===== src/rtl/svd_pkg.sv =====
package svd_pkg;
    localparam int ADDR_W  = 13;
    localparam int KEY_LEN = 6;
    localparam int STEP_W  = $clog2(KEY_LEN + 1);
    localparam logic [STEP_W-1:0] ST_LOCKED = STEP_W'(KEY_LEN);
    localparam logic [STEP_W-1:0] ST_LAST   = STEP_W'(KEY_LEN - 1);

    // Key address for a given position of the unlock order
    function automatic logic [ADDR_W-1:0] key_addr(input int idx);
        logic [ADDR_W-1:0] a;
        case (idx)
            0:       a = 13'h0000;
            1:       a = 13'h1555;
            2:       a = 13'h0AAA;
            3:       a = 13'h1FFF;
            4:       a = 13'h10F0;
            default: a = 13'h0F0F;
        endcase
        return a;
    endfunction

    typedef struct packed {
        logic              valid;
        logic              wr;
        logic [ADDR_W-1:0] addr;
    } access_t;

    typedef struct packed {
        logic              en;
        logic              wr;
        logic [ADDR_W-1:0] addr;
    } tap_t;

    typedef struct packed {
        logic [STEP_W-1:0] step;
        logic              locked;
        logic              busy_seen;
        logic              req;
    } seq_t;
endpackage


===== src/rtl/svd_access_tap.sv =====
module svd_access_tap
    import svd_pkg::*;
(
    input  logic              clk,
    input  logic              rst_n,
    input  logic              acc_en,
    input  logic              acc_wr,
    input  logic [ADDR_W-1:0] acc_addr,
    output access_t           evt
);
    tap_t t_d, t_q;

    always_comb begin
        t_d    = t_q;
        t_d.en = acc_en;
        if (acc_en) begin
            t_d.wr   = acc_wr;
            t_d.addr = acc_addr;
        end
    end

    always_ff @(posedge clk or negedge rst_n) begin
        if (!rst_n) t_q <= '0;
        else        t_q <= t_d;
    end

    always_comb begin
        evt.valid = t_q.en & ~acc_en;
        evt.wr    = t_q.wr;
        evt.addr  = t_q.addr;
    end


    one_completion_chk: assert property (@(posedge clk) disable iff (!rst_n)
        evt.valid |=> !evt.valid);
endmodule


===== src/rtl/svd_key_match.sv =====
module svd_key_match
    import svd_pkg::*;
(
    input  logic [STEP_W-1:0] step,
    input  logic [ADDR_W-1:0] addr,
    output logic              hit_step,
    output logic              hit_first
);
    logic [KEY_LEN-1:0] hit_vec;

    for (genvar i = 0; i < KEY_LEN; i++) begin : g_cmp
        assign hit_vec[i] = (addr == key_addr(i));
    end

    always_comb begin
        hit_step = 1'b0;
        for (int i = 0; i < KEY_LEN; i++) begin
            if (step == STEP_W'(i)) hit_step = hit_vec[i];
        end
        hit_first = hit_vec[0];
    end
endmodule


===== src/rtl/svd_seq_fsm.sv =====
module svd_seq_fsm
    import svd_pkg::*;
(
    input  logic              clk,
    input  logic              rst_n,
    input  access_t           evt,
    input  logic              hit_step,
    input  logic              hit_first,
    input  logic              busy,
    output logic [STEP_W-1:0] step,
    output logic [STEP_W-1:0] state_code,
    output logic              req
);
    seq_t s_d, s_q;

    always_comb begin
        s_d     = s_q;
        s_d.req = 1'b0;
        if (s_q.locked) begin
            s_d.step = '0;
            if (busy) begin
                s_d.busy_seen = 1'b1;
            end else if (s_q.busy_seen) begin
                s_d.locked    = 1'b0;
                s_d.busy_seen = 1'b0;
            end
        end else if (busy) begin
            s_d.step = '0;
        end else if (evt.valid) begin
            if (!evt.wr && hit_step) begin
                if (s_q.step == ST_LAST) begin
                    s_d.req       = 1'b1;
                    s_d.locked    = 1'b1;
                    s_d.busy_seen = 1'b0;
                    s_d.step      = '0;
                end else begin
                    s_d.step = s_q.step + STEP_W'(1);
                end
            end else if (!evt.wr && hit_first) begin
                s_d.step = STEP_W'(1);
            end else begin
                s_d.step = '0;
            end
        end
    end

    always_ff @(posedge clk or negedge rst_n) begin
        if (!rst_n) s_q <= '0;
        else        s_q <= s_d;
    end

    assign step       = s_q.step;
    assign state_code = s_q.locked ? ST_LOCKED : s_q.step;
    assign req        = s_q.req;


    req_pulse_chk: assert property (@(posedge clk) disable iff (!rst_n)
        req |=> !req);

    step_inc_chk: assert property (@(posedge clk) disable iff (!rst_n)
        (!$stable(step) && step != '0) |-> (step == $past(step) + STEP_W'(1) || step == STEP_W'(1)));

    busy_idle_chk: assert property (@(posedge clk) disable iff (!rst_n)
        busy |=> (state_code == '0 || state_code == ST_LOCKED));
endmodule


===== src/rtl/sw_store_seq_det.sv =====
module sw_store_seq_det
    import svd_pkg::*;
(
    input  logic              clk,
    input  logic              rst_n,
    input  logic              acc_en,
    input  logic              acc_wr,
    input  logic [ADDR_W-1:0] acc_addr,
    input  logic              busy,
    output logic              store_req,
    output logic [STEP_W-1:0] seq_state
);
    access_t           evt;
    logic              hit_step;
    logic              hit_first;
    logic [STEP_W-1:0] step;

    svd_access_tap u_tap (
        .clk      (clk),
        .rst_n    (rst_n),
        .acc_en   (acc_en),
        .acc_wr   (acc_wr),
        .acc_addr (acc_addr),
        .evt      (evt)
    );

    svd_key_match u_match (
        .step      (step),
        .addr      (evt.addr),
        .hit_step  (hit_step),
        .hit_first (hit_first)
    );

    svd_seq_fsm u_fsm (
        .clk        (clk),
        .rst_n      (rst_n),
        .evt        (evt),
        .hit_step   (hit_step),
        .hit_first  (hit_first),
        .busy       (busy),
        .step       (step),
        .state_code (seq_state),
        .req        (store_req)
    );


    req_after_last_chk: assert property (@(posedge clk) disable iff (!rst_n)
        $rose(store_req) |-> $past(seq_state) == ST_LAST);

    req_locks_chk: assert property (@(posedge clk) disable iff (!rst_n)
        store_req |-> seq_state == ST_LOCKED);

    write_abort_chk: assert property (@(posedge clk) disable iff (!rst_n)
        (evt.valid && evt.wr && !busy && seq_state != ST_LOCKED) |=> seq_state == '0);

    lock_hold_chk: assert property (@(posedge clk) disable iff (!rst_n)
        (seq_state == ST_LOCKED && busy) |=> seq_state == ST_LOCKED);
endmodule


===== config.mk =====
export PLATFORM = sky130hd
export DESIGN_NAME = sw_store_seq_det
export DESIGN_NICKNAME = d
export VERILOG_FILES = /design/src/rtl/svd_pkg.sv /design/src/rtl/svd_access_tap.sv /design/src/rtl/svd_key_match.sv /design/src/rtl/svd_seq_fsm.sv /design/src/rtl/sw_store_seq_det.sv
export SDC_FILE = /design/constraint.sdc
export NUM_CORES = 1
export LEC_CHECK = 0
export ABC_CLOCK_PERIOD_IN_PS = 4900
export BUFFER_PORTS_ARGS = -buffer_cell sky130_fd_sc_hd__buf_2
export CAP_MARGIN = 20
export CORE_ASPECT_RATIO = 0.75
export CORE_MARGIN = 4
export CORE_UTILIZATION = 25
export DETAILED_ROUTE_END_ITERATION = 10
export SYNTH_ARGS = -nofsm -noshare
export SYNTH_HDL_FRONTEND = slang
export SYNTH_SLANG_ARGS = --single-unit

===== constraint.sdc =====
create_clock -name clk -period 4.9 [get_ports clk]
set_input_delay 0.245 -clock clk [delete_from_list [all_inputs] [get_ports clk]]
set_output_delay 0.245 -clock clk [all_outputs]
set_load 0.02 [all_outputs]

==> results of run 1 <==
[Yosys cell counts (all sizes together) (3+ instances only)]
cell	number	area share, %
dfrtp	21	48
mux2	14	14
nor3	5	2.3
nand2	4	1.4
nor2	4	1.4
o21ai	4	1.8
inv	3	1.0
nand4	3	1.7
nor2b	3	1.7
or2	3	1.7
[cells in the final DEF, fill, tap and decap left out, types with 4 or more instances in the layout]
| cell | count |
|---|---|
| sky130_fd_sc_hd__buf_2 | 21 |
| sky130_fd_sc_hd__dfrtp_1 | 21 |
| sky130_fd_sc_hd__mux2_2 | 14 |
| sky130_fd_sc_hd__nand2_1 | 4 |
| sky130_fd_sc_hd__nor2_1 | 4 |
| sky130_fd_sc_hd__nor3_1 | 5 |
| sky130_fd_sc_hd__o21ai_0 | 4 |
[area by class of cell]
type | instances | area share [%]
sequential | 21 | 40.2
tap | 55 | 5.26
inverter | 3 | 0.860
multi-input combinational | 68 | 41.5
clock buffer | 4 | 3.44
timing repair buffer | 22 | 8.80
[power breakdown]
group	leakage (nW)	switching (mW)	internal, mW	total [mW]
Sequential	0.259	0.00943	0.185	0.195
Clock	0.0228	0.0534	0.0579	0.111
Combinational	0.258	0.0178	0.0194	0.0371
[state kept, by name (all words and copies together) (netlist names)]
name	count
u_tap.t_q	1
u_fsm.s_q	2
u_tap.evt	14
u_fsm.req	1
u_fsm.step	3
[through the flow]
stage | setup slack, ps | utilization [%]
CTS | 2860 | 31.5
floorplan | 2960 | -
global route | 2780 | 31.5
finish | 2880 | 31.5
global placement | 2920 | 30.2
detailed placement | 2890 | 30.2
[worst max-delay path, stage by stage, from the launching register on]
cell and delay (ps):
sky130_fd_sc_hd__dfrtp_1 390, sky130_fd_sc_hd__or4_4 570, sky130_fd_sc_hd__o41ai_4 390, sky130_fd_sc_hd__o211ai_2 140, sky130_fd_sc_hd__a2111o_1 360, sky130_fd_sc_hd__o211ai_1 90
[metal layers]
metal | vias up | GRT usage [%]
met1 | 416 | 10.7
li1 | 407 | -
met4 | 0 | 2.96
met5 | - | 0
met2 | 17 | 13.2
met3 | 4 | 1.88
[path summary, 6_finish.rpt]
| kind | cells after the start | endpoint | start | slack [ps] |
|---|---|---|---|---|
| setup / recovery | 5 | u_fsm.step[0]$_DFFE_PN0P_ | u_tap.evt[1]$_DFFE_PN0P_ | 2880 |
| hold / removal | 2 | u_tap.evt[12]$_DFFE_PN0P_ | acc_addr[12] | 210 |
| setup reg to reg | 5 | u_fsm.step[0]$_DFFE_PN0P_ | u_tap.evt[1]$_DFFE_PN0P_ | 2880 |
| hold reg to reg | 2 | u_fsm.s_q[1]$_DFFE_PN0P_ | u_fsm.s_q[1]$_DFFE_PN0P_ | 530 |
| max in group asynchronous | 2 | u_tap.evt[1]$_DFFE_PN0P_ | rst_n | 4080 |
| min in group asynchronous | 2 | u_tap.evt[11]$_DFFE_PN0P_ | rst_n | 490 |
[kinds of logic after synthesis]
group                    count (synthesis)  share of synthesized area [%]
AND/OR/NAND/NOR                         36                           19.4
flip-flops                              21                           47.7
AO/OA/AOI/OAI                           17                           14.4
multiplexers                            14                           14.3
buffers and inverters                    7                           3.06
adder cells (fa/ha/maj)                  1                           1.13
==> qor.yml, run 1 <==
worst_setup_path:
  path_class: "reg -> reg"
  timing.critical_path.fanout_max: 3
  worst-endpoint-arrival_ps: 2200
  worstSetupStartpointType: "register"
  critPathRequiredTime_ps: 5080
  critPathCaptureType: "register"
clock_network:
  cts_made_buffers: 3
  clock_tree.root_cell: "sky130_fd_sc_hd__clkbuf_8"
  clk_transition_reported_paths_ps: 70
  holdBufCountCts: 1
  worstSkewPairLatency_ps: 260
  tritoncts: "done"
  cts_num_sinks: 21
  post_cts_resized: 0
  h-tree-depth: 1
  post-cts-setup-buffer-count: 0
  cts_buffer_depth: 2
floorplanning:
  core_area_um2: 4150
  chipWidth_um: 84.7
  initial_utilization_pct: 26.5
  floorplan.die_area_um2: 5550
  die_h_um: 65.5
  placement_rows: 20
  num_io_pins: 22
synthesis:
  avgSynthCellArea_um2: 11.5
  synthesis.instances: 96
  synth-edff-count: 0
  register_area_share_after_synthesis_pct: 47.7
  post_syn_area_um2: 1100
  postSynth.asyncResetShare_pct: 100
  synthesis.yosys.warnings: 0
  syn_nets: 115
  yosys_register_bits: 21
  count_of_distinct_cell_types_in_the_synthesized_netlist: 36
  postSynth.topFlopCell: "sky130_fd_sc_hd__dfrtp_1"
global_routing:
  gr-total-overflow: 0
  grt_first_pass_wirelength_um: 3610
  track_usage_pct: 8.16
  antenna_found_initial: 0
  first_global_vias: 804
  grt_max_degree: 22
timing:
  timing.final.max_slew_violations: 0
  timing.fmax_mhz: 496
  clock-skew-final_ps: 4.90
  layout_min_cycle_time_ps: 2020
  setup_viol: 0
  worst_hold_slack_ps: 212
  period_share_pct: 41.1
  final-hold-violation-count: 0
  slew-limit-headroom_pct: 61.7
  tns_ps: 0
  tightestPinTransition_ps: 575
  setup_repair_after_global_routing_missed_its_margin: "no"
power_and_ir_drop:
  ir_worst_vdd_mv: 0.158
  p_total_mw: 0.343
  static-leakage-power_nw: 0.540
  power_density_nw_per_um2: 262
placement:
  io_buffer_count: 21
  place.detailed.instances: 168
  placedInstanceArea_um2: 1250
  finalWeightedCongestion: 0.838
  dp_hpwl_um: 1700
detailed_routing:
  routed_wirelength_um: 2190
  drc: 0
  detailroute.via_count: 844
  routed.top_layer: "met4"
  tritonroute_pass_1_iters: 4
  routed-wl-met2_um: 1060
  final_antenna_net_count: 0
  drt_iter0_drc: 80
  detail_route.wirelength.met1_um: 1020
  dr_wl_met3_um: 74
  wl_per_cell_um: 12.6
  via_per_inst: 4.88
final_layout:
  postLayoutCellArea_um2: 1310
  area.sequential_um2: 526
  area_used_by_multi_input_combinational_logic_um2: 543
  final_cell_count_no_fill: 173
  synthToLayoutAreaGrowth_pct: 18.7
  num_antenna_cells: 0
  layout.nets: 138
  fillers: 427
  drive_above_1_share_pct: 40.7
worst_hold_path:
  hp-class: "in -> reg"
job:
  cap_viol_max_count: 0
run_status:
  run_status: "complete, no violations"
(Power assumes the default switching activity.)
==> run 2: changes to the inputs <==
Settings changed: ABC_AREA from default to 1, ABC_CLOCK_PERIOD_IN_PS 4900 to 1800.
Clock period 4.9 ns to 1.8 ns, I/O delays scaled along.
==> run 2 against run 1 <==
Total power rose to 2.8 times the previous value. Setup slack got worse by 2600 ps. Sequential power rose to 2.8 times the previous value. Clock-buffer cell count did not move. Hold slack got worse by 180 ps. Sequential share of layout area fell by 1.9 points. Critical endpoint is now u_fsm.s_q[1]$_DFFE_PN0P_.
==> qor.yml, run 2 <==
run_status:
  run_status: "complete, no violations"
timing:
  setup_viol: 0  # unchanged
  final-hold-violation-count: 0  # unchanged
  setup_repair_after_global_routing_missed_its_margin: "no"
  tns_ps: 0  # unchanged
  timing.final.max_slew_violations: 0  # unchanged
  tightestPinTransition_ps: 459  # -116 ps
  slew-limit-headroom_pct: 69.4  # +7.8 points
  clock-skew-final_ps: 6.14  # +1.23 ps
  period_share_pct: 83.1  # +42 points
  timing.fmax_mhz: 669  # +35%
  layout_min_cycle_time_ps: 1500  # -520 ps
worst_hold_path:
  hp-class: "in -> reg"
  timing.hold.worst_path_depth: 3  # +1
clock_network:
  post-cts-setup-buffer-count: 0  # unchanged
  clk_transition_reported_paths_ps: 80  # about the same
  h-tree-depth: 1  # unchanged
  worstSkewPairLatency_ps: 260  # about the same
  post_cts_resized: 0  # unchanged
  cts_buffer_depth: 2  # unchanged
  cts_num_sinks: 21  # unchanged
  tritoncts: "done"
  clock_tree.root_cell: "sky130_fd_sc_hd__clkbuf_8"
  cts_made_buffers: 3  # unchanged
worst_setup_path:
  ff2ff_path_depth: 6  # +1
  critPathRequiredTime_ps: 1930  # -3150 ps
  critPathSlowestCell: "sky130_fd_sc_hd__dfrtp_1"
  timing.critical_path.fanout_max: 4  # +1
  worstSetupStartpointType: "register"
  path_class: "reg -> reg"
  critPathCaptureType: "register"
  worst-endpoint-arrival_ps: 1630  # -570 ps
  crit_chain: "inv_1 > nand2_1 > nor2_1 > nand4_1 > o211ai_1 > o21ai_0"
  max_stage_delay_ps: 420  # -150 ps
floorplanning:
  die_h_um: 66.9  # +2.2%
  core_area_um2: 4470  # +7.5%
  num_io_pins: 22  # unchanged
  initial_utilization_pct: 25.9  # -0.63 points
  chipWidth_um: 86.6  # +2.2%
  floorplan.die_area_um2: 5790  # +4.4%
  placement_rows: 21  # +5.0%
synthesis:
  register_area_share_after_synthesis_pct: 45.4  # -2.3 points
  yosys_register_bits: 21  # unchanged
  yosys.cell_count.top_type: "sky130_fd_sc_hd__nand2_1"
  synth_top_cell_by_area: "sky130_fd_sc_hd__dfrtp_1"
  postSynth.asyncResetShare_pct: 100  # unchanged
  synthesis.instances: 161  # +68%
  count_of_distinct_cell_types_in_the_synthesized_netlist: 22  # -39%
  post_syn_area_um2: 1160  # +5.0%
  synth.top_cell.area_share_pct: 45.4  # -2.3 points
  postSynth.topFlopCell: "sky130_fd_sc_hd__dfrtp_1"
  synth-edff-count: 0  # unchanged
  avgSynthCellArea_um2: 7.19  # -37%
  syn_nets: 180  # +57%
  synthesis.yosys.warnings: 0  # unchanged
  synth_top_cells_by_count: "42 x sky130_fd_sc_hd__nand2_1, 29 x sky130_fd_sc_hd__nor2_1, 21 x sky130_fd_sc_hd__dfrtp_1, 18 x sky130_fd_sc_hd__inv_1, 13 x sky130_fd_sc_hd__o21ai_0"
  synth_area_leaders: "sky130_fd_sc_hd__dfrtp_1 45%, sky130_fd_sc_hd__nand2_1 14%, sky130_fd_sc_hd__nor2_1 9.4%"
global_routing:
  track_usage_pct: 9.78  # +1.6 points
  first_global_vias: 964  # +20%
  grt_first_pass_wirelength_um: 4400  # +22%
  gr-total-overflow: 0  # unchanged
  grt_max_degree: 29  # +32%
  antenna_found_initial: 0  # unchanged
detailed_routing:
  drt_iter0_drc: 47  # -41%
  via_per_inst: 4.28  # -12%
  final_antenna_net_count: 0  # unchanged
  tritonroute_pass_1_iters: 4  # unchanged
  wl_per_cell_um: 10.6  # -16%
  detailroute.via_count: 1027  # +22%
  drc: 0  # unchanged
  routed_wirelength_um: 2540  # +16%
final_layout:
  most_frequent_cells_in_the_layout: "42 x sky130_fd_sc_hd__nand2_1, 29 x sky130_fd_sc_hd__nor2_1, 21 x sky130_fd_sc_hd__buf_2, 21 x sky130_fd_sc_hd__dfrtp_1, 18 x sky130_fd_sc_hd__inv_1"
  final_cell_count_no_fill: 240  # +39%
  synthToLayoutAreaGrowth_pct: 18.6
  largest_register_ffs: 14  # unchanged
  layout_commonest_cell: "sky130_fd_sc_hd__nand2_1"
  drive_above_1_share_pct: 19.1  # -22 points
  num_antenna_cells: 0  # unchanged
  layout.nets: 203  # +47%
  postLayoutCellArea_um2: 1370  # +4.9%
power_and_ir_drop:
  ir_worst_vdd_mv: 0.331  # +110%
  power_density_nw_per_um2: 709  # +170%
  static-leakage-power_nw: 0.675  # +25%
placement:
  place.detailed.instances: 235  # +40%
  finalWeightedCongestion: 0.829  # -1.1%
  io_buffer_count: 21  # unchanged
  placedInstanceArea_um2: 1320  # +5.1%
  dp_hpwl_um: 1970  # +16%
job:
  cap_viol_max_count: 0  # unchanged
==> run 2: per-stage QoR <==
step / util, % / worst slack (ps) / hold slack (ps) / power (mW)
final: 30.7 / 304 / 34.6 / 0.973
after global routing: 30.7 / 83.0 / 39.0 / 1.03
after CTS: 30.7 / 304 / 28.6 / 0.990
after detailed placement: 29.5 / 332 / 71.2 / 0.678
after global placement: 29.5 / 280 / 72.0 / 0.676
after floorplan: - / 476 / -206 / 0.626
==> run 2: layout make-up <==
| class | instances | area (µm²) |
|---|---|---|
| Clock buffer | 4 | 45.0 |
| Inverter | 20 | 75.1 |
| Multi-Input combinational cell | 116 | 541 |
| Timing Repair Buffer | 22 | 115 |
| Fill cell | 499 | 3090 |
| Tap cell | 57 | 71.3 |
| Sequential cell | 21 | 526 |
==> run 2: power by group <==
part	leakage [nW]	internal, mW	switching [mW]
Clock	0.0228	0.158	0.147
Combinational	0.389	0.0505	0.0754
Sequential	0.263	0.510	0.0324
Total	0.675	0.718	0.255
==> run 2: logic make-up (layout without fill, tap and decap cells) <==
logic type / after synthesis / after routing / share of synthesized area, %
compound gates: 20 / 20 / 9.73
mux: 2 / 2 / 1.95
simple gates: 93 / 93 / 33.9
fa+ha+maj: 1 / 1 / 1.08
buf+inv: 24 / 46 / 7.89
flops: 21 / 21 / 45.4
==> run 2: worst paths after layout <==
path	to	startpoint	slack, ps
worst max-delay path	u_fsm.s_q[1]$_DFFE_PN0P_	u_fsm.step[1]$_DFFE_PN0P_	300
worst min-delay path	u_tap.evt[6]$_DFFE_PN0P_	acc_addr[6]	30
worst max register to register	u_fsm.s_q[1]$_DFFE_PN0P_	u_fsm.step[1]$_DFFE_PN0P_	300
worst min register to register	u_fsm.step[2]$_DFFE_PN0P_	u_fsm.step[2]$_DFFE_PN0P_	540
max in group asynchronous	u_fsm.s_q[2]$_DFF_PN0_	rst_n	1160
min in group asynchronous	u_tap.evt[4]$_DFFE_PN0P_	rst_n	310
==> run 2: worst max-delay path, delay by kind of cell (launching register included) <==
kind	cells	cell delay, ps
buf+inv	1	130
compound gates	2	290
flops	1	420
simple gates	3	530
==> run 2: timing repair <==
item | 4_1_cts | 5_1_grt
endpoints found under the setup margin | 0 | 0
hold endpoints to repair | 21 | 0
hold buffers | 1 | 0
==> run 2: metal layers <==
metal	vias up	wire (µm)	GRT usage [%]
met1	456	1340	13.8
li1	551	-	-
met2	18	1030	13.9
met5	-	0	0
met3	2	138	3.34
met4	0	27	2.92
==> run 3: changes to the inputs <==
Settings changed: ABC_AREA 1 to 0, ABC_CLOCK_PERIOD_IN_PS 1800 to 1390.
Clock period 1.8 ns to 1.39 ns, I/O delays scaled along.
==> run 3 against run 2 <==
The flow now finishes with violations (setup timing). Flip-flop and latch count is the same. Total power grew 33%. Critical path depth shrank 1. Clock power grew 33%. Non-clock buffer count grew 24. Wire length grew 9.9%. Register-to-register slack lost 910 ps. Fmax shrank 25%. Global-route usage grew 1.1 points. Setup slack lost 910 ps. First-iteration DRC count shrank 6.4%. Critical path type unchanged. Critical endpoint is now u_fsm.step[0]$_DFFE_PN0P_. Largest power group unchanged. Highest routed layer unchanged.
==> qor.yml, run 3 (synthesized netlist as in run 1, its figures left out) <==
placement:
  io_buffer_count: 21  # unchanged
  place.detailed.instances: 191  # -19%
  dp_hpwl_um: 2100  # +6.4%
  finalWeightedCongestion: 0.868  # +4.7%
clock_network:
  cts_made_buffers: 3  # unchanged
  clk_transition_reported_paths_ps: 80  # about the same
  worstSkewPairLatency_ps: 270  # about the same
  h-tree-depth: 1  # unchanged
  cts_num_sinks: 21  # unchanged
  clock_tree.root_cell: "sky130_fd_sc_hd__clkbuf_8"
  cts_buffer_depth: 2  # unchanged
  tritoncts: "done"
detailed_routing:
  drc: 0  # unchanged
  drt_iter0_drc: 44  # -6.4%
  detailroute.via_count: 929  # -9.5%
  tritonroute_pass_1_iters: 4  # unchanged
  routed_wirelength_um: 2790  # +9.9%
  final_antenna_net_count: 0  # unchanged
  wl_per_cell_um: 14.2  # +34%
  via_per_inst: 4.72  # +10%
worst_setup_path:
  critical_path.startpoint: "u_tap.evt[2]$_DFFE_PN0P_"
  critPathRequiredTime_ps: 1580  # -350 ps
  max_stage_delay_ps: 560  # +140 ps
  reg2reg_slack_ps: -600  # -910 ps
  path_class: "reg -> reg"
  r2r_start: "u_tap.evt[2]$_DFFE_PN0P_"
  crit_chain: "or4_4 > o41ai_4 > o211ai_2 > a2111o_1 > o211ai_1"
  worstSetupStartpointType: "register"
  timing.critical_path.fanout_max: 2  # -2
  critPathCaptureType: "register"
  timing.critical_path.max_delay_family: "compound AO/OA/AOI/OAI gates"
  endpoint_of_the_worst_register_to_register_path: "u_fsm.step[0]$_DFFE_PN0P_"
  worst-endpoint-arrival_ps: 2180  # +550 ps
  ff2ff_path_depth: 5  # -1
  path_depth: 5  # -1
  critPathSlowestCell: "sky130_fd_sc_hd__or4_4"
  worstSetupEndpoint: "u_fsm.step[0]$_DFFE_PN0P_"
  cp_num_buf_inv: 0  # -1
run_status:
  violations: "setup timing"
  run_status: "complete, but fails checks"
final_layout:
  layout_commonest_cell: "sky130_fd_sc_hd__buf_4"
  area_used_by_multi_input_combinational_logic_um2: 618  # +14%
  area.sequential_um2: 526  # unchanged
  num_antenna_cells: 0  # unchanged
  fillers: 422  # -15%
  most_frequent_cells_in_the_layout: "24 x sky130_fd_sc_hd__buf_4, 21 x sky130_fd_sc_hd__buf_2, 21 x sky130_fd_sc_hd__dfrtp_1, 14 x sky130_fd_sc_hd__mux2_2"
  layout.nets: 162  # -20%
  final_cell_count_no_fill: 197  # -18%
  largest_register_ffs: 14  # unchanged
  drive_above_1_share_pct: 57.7  # +39 points
  synthToLayoutAreaGrowth_pct: 41.9
global_routing:
  globalRouteMet3Util_pct: 3.01  # -0.33 points
  groute.layer.met1.usage_pct: 14.7  # +0.90 points
  grt_first_pass_wirelength_um: 4760  # +8.2%
  grt_max_degree: 22  # -24%
  globalRoute.busiestLayer: "met2"
  antenna_found_initial: 0  # unchanged
  track_usage_pct: 10.8  # +1.1 points
  gr-total-overflow: 0  # unchanged
  gr-usage-met2_pct: 17.5  # +3.5 points
  first_global_vias: 954  # -1.0%
timing:
  layout_min_cycle_time_ps: 1990  # +496 ps
  clock-skew-final_ps: 9.82  # +3.68 ps
  setup_repair_after_global_routing_missed_its_margin: "yes"
  slew-limit-headroom_pct: 68.0  # -1.4 points
  timing.final.max_slew_violations: 0  # unchanged
  setup_viol: 6  # +6
  tightestPinTransition_ps: 480  # +21.3 ps
  final-hold-violation-count: 0  # unchanged
  tns_ps: -2520  # -2520 ps
  postLayoutSetupSlackWorst_ps: -601  # -906 ps
  timing.fmax_mhz: 502  # -25%
  period_share_pct: 143  # +60 points
floorplanning:
  floorplan.die_area_um2: 5550  # -4.3%
  initial_utilization_pct: 26.5  # +0.63 points
  die_h_um: 65.5  # -2.1%
  num_io_pins: 22  # unchanged
  placement_rows: 20  # -4.8%
  chipWidth_um: 84.7  # -2.2%
  core_area_um2: 4150  # -7.0%
power_and_ir_drop:
  static-leakage-power_nw: 0.673  # -0.37%
  power_density_nw_per_um2: 827  # +17%
  p_total_mw: 1.29  # +33%
  ir_worst_vdd_mv: 0.508  # +54%
worst_hold_path:
  timing.hold.worst_path_depth: 2  # -1
  hp-class: "in -> reg"
  start_point_of_the_worst_min_delay_path: "acc_addr[7]"
job:
  cap_viol_max_count: 0  # unchanged
[run 3: layout make-up]
class | instances | share of cell area (%)
Clock buffer | 4 | 2.88
Multi-Input combinational cell | 68 | 39.5
Sequential cell | 21 | 33.6
Tap cell | 55 | 4.40
Inverter | 3 | 0.720
Timing Repair Buffer | 46 | 18.9
[run 3: worst min-delay path by stage]
stage | endpoint | slack (ps)
CTS | u_tap.evt[7]$_DFFE_PN0P_ | 40
global route | u_tap.evt[8]$_DFFE_PN0P_ | 30
global placement | u_fsm.step[1]$_DFFE_PN0P_ | 50
floorplan | u_fsm.req$_DFF_PN0_ | -230
detailed placement | u_tap.evt[10]$_DFFE_PN0P_ | 60
finish | u_tap.evt[7]$_DFFE_PN0P_ | 30
[run 3: report_power, final]
group          internal (mW)  total (mW)  switching [mW]  leakage, nW
logic                  0.118       0.210          0.0915        0.391
clock network          0.204       0.406           0.201       0.0228
registers              0.653       0.679          0.0257        0.259
[run 3: routing by layer]
layer	wire length, µm	vias up
met5	0	-
met2	1320	22
li1	-	454
met4	17	0
met3	123	2
met1	1330	451
[run 3: stage by stage]
step	utilization (%)	hold slack (ps)	setup WS (ps)	instance area, µm²
2_1_floorplan	-	-226	-540	1120
3_3_place_gp	34.8	51.8	-566	1450
3_5_place_dp	34.8	62.8	-643	1450
4_1_cts	37.1	36.9	-608	1540
5_1_grt	37.7	34.6	-665	1560
6_report	37.7	29.7	-601	1560
[run 3: timing repair]
action	4_1_cts	5_1_grt
pin swaps	10	8
endpoints found under the hold margin	21	0
resized for setup	8	3
endpoints found under the setup margin	6	6
hold buffers	1	0
buffers inserted	1	2
